`src/rtl/can_arb_pkg.sv`:
```
package can_arb_pkg;
  typedef enum logic [1:0] {
    ST_IDLE   = 2'd0,
    ST_DRIVE  = 2'd1,
    ST_SAMPLE = 2'd2
  } arb_st_e;

  localparam logic LVL_DOM = 1'b0;
  localparam logic LVL_REC = 1'b1;
endpackage

```
`src/rtl/can_arb_legal.sv`:
```
module can_arb_legal #(
  parameter int ID_W    = 11,
  parameter int GUARD_W = 7
) (
  input  logic [ID_W-1:0] id,
  output logic            legal
);
  logic [GUARD_W-1:0] guard;

  for (genvar gi = 0; gi < GUARD_W; gi++) begin : g_guard
    assign guard[gi] = id[ID_W-1-gi];
  end

  // all-recessive top bits form a forbidden identifier
  assign legal = ~(&guard);
endmodule

```
`src/rtl/can_arb_shifter.sv`:
```
module can_arb_shifter #(
  parameter int FRAME_W = 13
) (
  input  logic               clk,
  input  logic               rst_n,
  input  logic               load,
  input  logic [FRAME_W-1:0] load_bits,
  input  logic               step,
  output logic               cur_bit
);
  logic [FRAME_W-1:0] sreg;

  always_ff @(posedge clk) begin
    if (!rst_n) begin
      sreg <= '1;
    end else if (load) begin
      sreg <= load_bits;
    end else if (step) begin
      sreg <= {sreg[FRAME_W-2:0], 1'b1};
    end
  end

  assign cur_bit = sreg[FRAME_W-1];
endmodule

```
`src/rtl/can_arb_idx.sv`:
```
module can_arb_idx #(
  parameter int FRAME_W = 13,
  parameter int IDX_W   = 4
) (
  input  logic             clk,
  input  logic             rst_n,
  input  logic             load,
  input  logic             step,
  output logic [IDX_W-1:0] idx,
  output logic             last
);
  localparam logic [IDX_W-1:0] LAST_IDX = IDX_W'(FRAME_W - 1);

  always_ff @(posedge clk) begin
    if (!rst_n) begin
      idx <= '0;
    end else if (load) begin
      idx <= '0;
    end else if (step) begin
      idx <= idx + 1'b1;
    end
  end

  assign last = (idx == LAST_IDX);
endmodule

```
`src/rtl/can_arb_tx.sv`:
```
module can_arb_tx
  import can_arb_pkg::*;
#(
  parameter int ID_W    = 11,
  parameter int GUARD_W = 7,
  localparam int FRAME_W = ID_W + 2,
  localparam int IDX_W   = $clog2(FRAME_W)
) (
  input  logic             clk,
  input  logic             rst_n,
  input  logic             req_valid,
  output logic             req_ready,
  input  logic [ID_W-1:0]  req_id,
  input  logic             req_rtr,
  input  logic             tx_pt,
  input  logic             smp_pt,
  input  logic             bus_rx,
  output logic             tx_bit,
  output logic             busy,
  output logic             arb_lost,
  output logic [IDX_W-1:0] lost_idx,
  output logic             arb_won,
  output logic             bit_err,
  output logic             req_reject
);
  arb_st_e          st;
  logic             lost_q;
  logic             tx_q;
  logic             id_legal;
  logic             take;
  logic             load;
  logic             step;
  logic             cur_bit;
  logic [IDX_W-1:0] idx;
  logic             last;
  logic             smp_now;
  logic             err_now;
  logic             lose_now;

  can_arb_legal #(.ID_W(ID_W), .GUARD_W(GUARD_W)) u_legal (
    .id    (req_id),
    .legal (id_legal)
  );

  assign take    = req_valid && (st == ST_IDLE);
  assign load    = take && id_legal;
  assign smp_now = (st == ST_SAMPLE) && smp_pt;
  assign err_now = smp_now && (tx_q == LVL_DOM) && (bus_rx == LVL_REC);
  assign lose_now = smp_now && !lost_q && (idx != '0) &&
                    (tx_q == LVL_REC) && (bus_rx == LVL_DOM);
  assign step    = smp_now && !err_now && !last;

  can_arb_shifter #(.FRAME_W(FRAME_W)) u_shift (
    .clk       (clk),
    .rst_n     (rst_n),
    .load      (load),
    .load_bits ({LVL_DOM, req_id, req_rtr}),
    .step      (step),
    .cur_bit   (cur_bit)
  );

  can_arb_idx #(.FRAME_W(FRAME_W), .IDX_W(IDX_W)) u_idx (
    .clk   (clk),
    .rst_n (rst_n),
    .load  (load),
    .step  (step),
    .idx   (idx),
    .last  (last)
  );

  always_ff @(posedge clk) begin
    if (!rst_n) begin
      st         <= ST_IDLE;
      lost_q     <= 1'b0;
      tx_q       <= LVL_REC;
      arb_lost   <= 1'b0;
      lost_idx   <= '0;
      arb_won    <= 1'b0;
      bit_err    <= 1'b0;
      req_reject <= 1'b0;
    end else begin
      arb_lost   <= 1'b0;
      arb_won    <= 1'b0;
      bit_err    <= 1'b0;
      req_reject <= 1'b0;
      unique case (st)
        ST_IDLE: begin
          if (take) begin
            if (id_legal) st <= ST_DRIVE;
            else          req_reject <= 1'b1;
          end
        end
        ST_DRIVE: begin
          if (tx_pt) begin
            tx_q <= lost_q ? LVL_REC : cur_bit;
            st   <= ST_SAMPLE;
          end
        end
        ST_SAMPLE: begin
          if (smp_pt) begin
            if (err_now) begin
              bit_err <= 1'b1;
              tx_q    <= LVL_REC;
              lost_q  <= 1'b0;
              st      <= ST_IDLE;
            end else begin
              if (lose_now) begin
                arb_lost <= 1'b1;
                lost_idx <= idx;
              end
              if (last) begin
                arb_won <= !lost_q && !lose_now;
                lost_q  <= 1'b0;
                tx_q    <= LVL_REC;
                st      <= ST_IDLE;
              end else begin
                lost_q <= lost_q || lose_now;
                st     <= ST_DRIVE;
              end
            end
          end
        end
        default: st <= ST_IDLE;
      endcase
    end
  end

  assign tx_bit    = tx_q;
  assign busy      = (st != ST_IDLE);
  assign req_ready = (st == ST_IDLE);
endmodule

```
`config.mk`:
```
export PLATFORM = sky130hd
export DESIGN_NAME = can_arb_tx
export DESIGN_NICKNAME = d
export VERILOG_FILES = /design/src/rtl/can_arb_pkg.sv /design/src/rtl/can_arb_legal.sv /design/src/rtl/can_arb_shifter.sv /design/src/rtl/can_arb_idx.sv /design/src/rtl/can_arb_tx.sv
export SDC_FILE = /design/constraint.sdc
export NUM_CORES = 1
export LEC_CHECK = 0
export ABC_AREA = 0
export BUFFER_PORTS_ARGS = -buffer_cell sky130_fd_sc_hd__buf_2
export CELL_PAD_IN_SITES_DETAIL_PLACEMENT = 1
export CELL_PAD_IN_SITES_GLOBAL_PLACEMENT = 1
export CORE_MARGIN = 3
export CORE_UTILIZATION = 30
export CTS_CLUSTER_DIAMETER = 60
export DETAILED_ROUTE_END_ITERATION = 8
export GPL_TIMING_DRIVEN = 1
export PLACE_DENSITY = 0.6
export SYNTH_ARGS = -nofsm -noshare
export SYNTH_HDL_FRONTEND = slang
export SYNTH_SLANG_ARGS = --single-unit
```
`constraint.sdc`:
```
create_clock -name clk -period 1.7 [get_ports clk]
set_clock_uncertainty 0.05 [all_clocks]
set_input_delay 0.17 -clock clk [delete_from_list [all_inputs] [get_ports clk]]
set_output_delay 0.17 -clock clk [all_outputs]
set_load 0.02 [all_outputs]
```
# Word-level counts from Yosys, hierarchy flattened

Index checks and enable logic that the tools add are counted.

Register bits after elaboration: 29
Input port bits: 18
Output and inout bits: 11
Word-level logic and storage cells: 79

Add/sub/neg operators: 1
Equality and inequality tests: 8
Multiplexer cells: 20
Bitwise logic cells: 8
Reduce and logical (&&, ||, !) cells: 32

Operators by type and width:

| kind                | number |
|---|---|
| $mux 13             | 2 |
| $logic_and 1x1->1   | 12 |
| $mux 1              | 12 |
| $reduce_and 4->1    | 3 |
| $mux 2              | 4 |
| $not 1->1           | 8 |
| $reduce_and 7->1    | 1 |
| $ne 2x2->1 const B  | 3 |
| $pmux 2 s3          | 1 |
| $reduce_and 3->1    | 2 |
| $reduce_bool 2->1   | 3 |
| $reduce_or 5->1     | 1 |
| $add 4x1->4 const B | 1 |
| $eq 4x4->1 const B  | 1 |
| $logic_not 1->1     | 4 |
| $reduce_bool 4->1   | 1 |
| $reduce_or 4->1     | 1 |
| $ne 3x3->1 const B  | 1 |
| $eq 2x1->1 const B  | 1 |
| $eq 2x2->1 const B  | 1 |
| $logic_not 2->1     | 1 |
| $ne 2x1->1 const B  | 1 |
| $pmux 1 s2          | 1 |
| $reduce_and 2->1    | 1 |
| 2 further kinds     | 2 |

# Logic depth before layout (Yosys ltp)

Depth after elaboration: 9
Mapped depth: 7
Depth with buffers taken out: 6

# Modules after synthesis

From an unflattened synthesis, not the netlist that was laid out.

Cell total of the unflattened synthesis: 140
Area total of the unflattened synthesis: 1,393.8 µm²

Modules (own cells, without submodules):

| module          | instances | cells an instance | area an instance (µm²) | sequential area each (µm²) |
|---|---|---|---|---|
| can_arb_shifter | 1         | 58                | 614.3                  | 260.2 |
| can_arb_tx      | 1         | 59                | 555.5                  | 240.2 |
| can_arb_idx     | 1         | 21                | 209.0                  | 80.1 |
| can_arb_legal   | 1         | 2                 | 15.0                   | 0.0 |

# Worst setup path before layout

Ideal clock, no wire load.

Kind: reg-to-reg
Start point: reg u_idx.idx[0]
End point: reg u_shift.sreg[10]
Setup time: 133 ps
Arrival time: 1,668 ps
Data required time: 1,517 ps
Slack: -150 ps
Stages on the path, launching flop included: 8
Buffers on the path: 1
Clock period less this slack: 1,850 ps
Cells stage by stage: dfxtp_1 > inv_1 > ha_1 > and3_1 > nor3_4 > buf_8 > mux2i_1 > a21oi_1

Longest elaborated chain between the ends: 4

Ends and longest elaborated chain:

| what                        | line                  | source |
|---|---|---|
| from (decl)                 | can_arb_idx.sv:9      | `output logic [IDX_W-1:0] idx,` |
| from (signal assigned)      | can_arb_idx.sv:20     | `idx <= idx + 1'b1;` |
| $eq 4x4->1                  | can_arb_idx.sv:24     | `assign last = (idx == LAST_IDX);` |
| $logic_not 1->1             | can_arb_tx.sv:51      | `assign step = smp_now && !err_now && !last;` |
| $logic_and 1x1->1           | can_arb_tx.sv:51      |  |
| $reduce_bool 2->1 (no line) | -                     |  |
| to (signal assigned)        | can_arb_shifter.sv:17 | `sreg <= load_bits;` |
| to (signal assigned)        | can_arb_shifter.sv:19 | `sreg <= {sreg[FRAME_W-2:0], 1'b1};` |
| to (decl)                   | can_arb_shifter.sv:11 | `logic [FRAME_W-1:0] sreg;` |

Every way passes these cells.
A chain may end at the register's enable or synchronous reset.

# Worst setup path in the final report

Start point: reg lost_q
End point: reg lost_idx[0]

Longest elaborated chain between the ends: 6

Ends and longest elaborated chain:

| what                           | line              | source |
|---|---|---|
| from (decl)                    | can_arb_tx.sv:27  | `logic lost_q;` |
| from (signal assigned)         | can_arb_tx.sv:117 | `lost_q <= lost_q \|\| lose_now;` |
| $logic_not 1->1                | can_arb_tx.sv:49  | `assign lose_now = smp_now && !lost_q && (idx != '0) &&` |
| $logic_and 1x1->1 (3 in a row) | can_arb_tx.sv:49  |  |
| $logic_and 1x1->1              | can_arb_tx.sv:50  | `(tx_q == LVL_REC) && (bus_rx == LVL_DOM);` |
| $reduce_and 4->1 (no line)     | -                 |  |
| to (signal assigned)           | can_arb_tx.sv:109 | `lost_idx <= idx;` |
| to (decl)                      | can_arb_tx.sv:21  | `output logic [IDX_W-1:0] lost_idx,` |

Every way passes these cells.

==> results.ini <==
[worst_hold_path]
whs_path_depth = 2
min_to = u_shift.sreg[3]$_SDFFE_PN1P_
hold_path.class = input port to register
min_from = req_id[2]

[die]
num_rows = 23
die_w_um = 71.1
core-area_um2 = 4060
start_util_pct = 31.3
die_y_um = 71.1
die_area_um2 = 5050
ios = 29

[clocking]
cts_setup_buffers = 0
clock_latency_ps = 270
clkTransAtPathRegs_ps = 60
clockRootBuffer = clkbuf_8
ctsHoldBuffers = 0
clockBufferDepth = 2
cts_max_level = 2
clock-sinks = 29
cts_tree = built
cts_buffers = 5
cts.repair.resized = 0

[worst_setup_path]
crit_required_ps = 1810
r2r_start = lost_q$_SDFFE_PN0N_
criticalPathCategory = register to register
cpPeakStageDelay_ps = 430
cp_cell_sequence = or3b_1, a211oi_4, mux2i_1, nor2b_1
cp_top_family = simple AND/OR/NAND/NOR gates
regToRegSetupSlack_ps = 70
r2r_end = lost_idx[0]$_SDFFE_PN0P_
critPathSlowestCell = or3b_1
rr_worst_depth = 4
critPathMaxFanout = 6
crit_path_end_kind = register
cp.arrival_ps = 1730
worst-path-buf-inv = 0
start_kind = register

[routing]
drt_iter0_drc = 21
drt-total-wl_mm = 2.99
routedWlPerCell_um = 13.8
route.vias.total = 1058
antenna_left = 0
firstDrtPassIters = 4
vias_per_cell = 4.90
drc = 0

[flow_run]
maxCapViolCount = 0

[yosys]
synth-seq-cells = 29
seq_area_frac_synth_pct = 45.7
syn_nets = 147
syn-cell-area_um2 = 1270
syn_inst = 127
syn_avg_cell_area_um2 = 10.0
yosys_warnings = 0
synth_cell_types = 34

[placed_design]
gp_congestion = 0.688
place_hpwl_mm = 2.36
io_buffers = 28
place_inst = 209
place_area_um2 = 1540

[pwr]
comb_power_share_pct = 10.7
pwr-share-clk_pct = 38.7
p_leak_nw = 0.648
switchingPower_mw = 0.333
report.power.total_mw = 1.43
vdd_drop_max_uv = 607
switching_share_pct = 23.2
power_per_cell_area_nw_per_um2 = 883
seqPwrFrac_pct = 50.7
internal_power_mw = 1.10

[sta]
fin_crit_ps = 1630
fin_crit_sh_pct = 95.7
drv_slew = 0
maxSlewHeadroom_pct = 71.6
setup_violations = 0
max_freq_mhz = 615
tightestPinTransition_ps = 424
rsz0062_at_grt = false
finalHoldViolations = 0

[layout]
drive_gt1_share_pct = 31.9
finalNetCount = 186
design_area_um2 = 1620
final_cell_mix = 28 x buf_2, 27 x dfxtp_1, 19 x nor2_1
num-fill-cells = 489
syn_to_final_growth_pct = 27.7
antenna_cells = 0
layout.cells.non_filler = 216
layout_commonest_cell = buf_2

[grt]
grt_pass1_vias = 1114
antenna_found_initial = 0
grt_max_degree = 16
overflow = 0
grt_use_total_pct = 12.9
grt_pass1_wl_mm = 5.06

[outcome]
status = complete, no violations

-- cells by family after synthesis --
group / count (synthesis) / synth area share [%]
AO/OA/AOI/OAI: 21 / 12.0
XOR/XNOR: 3 / 2.07
adder cells (fa/ha/maj): 2 / 1.97
buffers and inverters: 6 / 2.66
flip-flops: 29 / 45.7
multiplexers: 17 / 13.4
AND/OR/NAND/NOR: 49 / 22.2
-- per-layer routing --
metal / vias up / routed length [um] / track usage, %
met3: 2 / 138 / 3.13
met2: 21 / 1520 / 22.2
met1: 512 / 1310 / 15.1
met5: - / 0 / 0
met4: 0 / 22 / 5.64
li1: 523 / - / -
-- cell type report --
type | count | area (um2) | share of cell area [%]
timing repair buffer | 35 | 205 | 12.6
tap | 50 | 62.6 | 3.86
inverter | 3 | 11.3 | 0.694
multi-input combinational | 92 | 674 | 41.6
sequential | 29 | 583 | 35.9
clock buffer | 7 | 86.3 | 5.32
-- registers in the layout, summed over array words and instances, names as in the netlist --
signal        count
lost_q            1
arb_lost          1
tx_bit            1
u_idx.idx         4
st                2
arb_won           1
u_shift.sreg     13
lost_idx          4
bit_err           1
req_reject        1
-- Yosys cell counts --
cell type | n | share of area, %
dfxtp_1 | 29 | 46
nor2_1 | 19 | 5.6
mux2i_1 | 17 | 13
a21oi_1 | 8 | 3.1
a2bb2oi_1 | 4 | 2.8
nand3_1 | 4 | 1.6
nor2b_1 | 4 | 2.0
inv_1 | 3 | 0.89
nand2_1 | 3 | 0.89
nor3b_1 | 3 | 1.8
and2_1 | 2 | 0.98
clkbuf_1 | 2 | 0.59
ha_1 | 2 | 2.0
nand2b_1 | 2 | 0.98
nand4_1 | 2 | 0.98
nor4_1 | 2 | 0.98
o21ai_0 | 2 | 0.79
o31a_1 | 2 | 1.4
xnor2_1 | 2 | 1.4
a211oi_4 | 1 | 1.6
and2b_4 | 1 | 0.79
and3_1 | 1 | 0.49
and3b_2 | 1 | 0.79
buf_8 | 1 | 1.2
nand3b_4 | 1 | 1.6
nor3_1 | 1 | 0.39
nor3_4 | 1 | 1.3
o211a_1 | 1 | 0.79
o211ai_1 | 1 | 0.59
o21a_1 | 1 | 0.59
o21ai_1 | 1 | 0.39
or2_2 | 1 | 0.49
or3b_1 | 1 | 0.69
xor2_1 | 1 | 0.69
-- power groups by stage --
stage	registers (mW)	clock network (mW)	logic (mW)
2_1_floorplan	0.736	0	0.0930
3_3_place_gp	0.739	0	0.151
3_5_place_dp	0.742	0	0.156
4_1_cts	0.727	0.577	0.157
5_1_grt	0.730	0.606	0.173
6_report	0.726	0.554	0.153
-- worst max path at each step --
stage                               endpoint                 startpoint  slack, ps  cells after the start
2_1_floorplan  u_shift.sreg[10]$_SDFFE_PN1P_  u_idx.idx[0]$_SDFFE_PP0P_        -50                      7
6_report            lost_idx[0]$_SDFFE_PN0P_        lost_q$_SDFFE_PN0N_         70                      4
3_3_place_gp        lost_idx[2]$_SDFFE_PN0P_        lost_q$_SDFFE_PN0N_        100                      4
3_5_place_dp        lost_idx[0]$_SDFFE_PN0P_        lost_q$_SDFFE_PN0N_         10                      4
5_1_grt             lost_idx[0]$_SDFFE_PN0P_        lost_q$_SDFFE_PN0N_          1                      4
4_1_cts             lost_idx[0]$_SDFFE_PN0P_        lost_q$_SDFFE_PN0N_          2                      4
-- worst reg2reg max path, delay by kind of cell, from the launching register on --
kind	cells	cell delay (ps)
flops	1	310
compound gates	1	380
simple gates	2	490
mux	1	280
-- through the flow --
stage	hold slack [ps]	TNS, ps	setup slack, ps	utilization, %
2_1_floorplan	269	-317	-51.2	-
3_3_place_gp	372	0	102	37.9
3_5_place_dp	379	0	14.2	37.9
4_1_cts	91.3	0	1.60	40.0
5_1_grt	97.4	0	1.31	40.0
6_report	100	0	73.9	40.0
No activity file was read; power rests on OpenSTA's default activity.
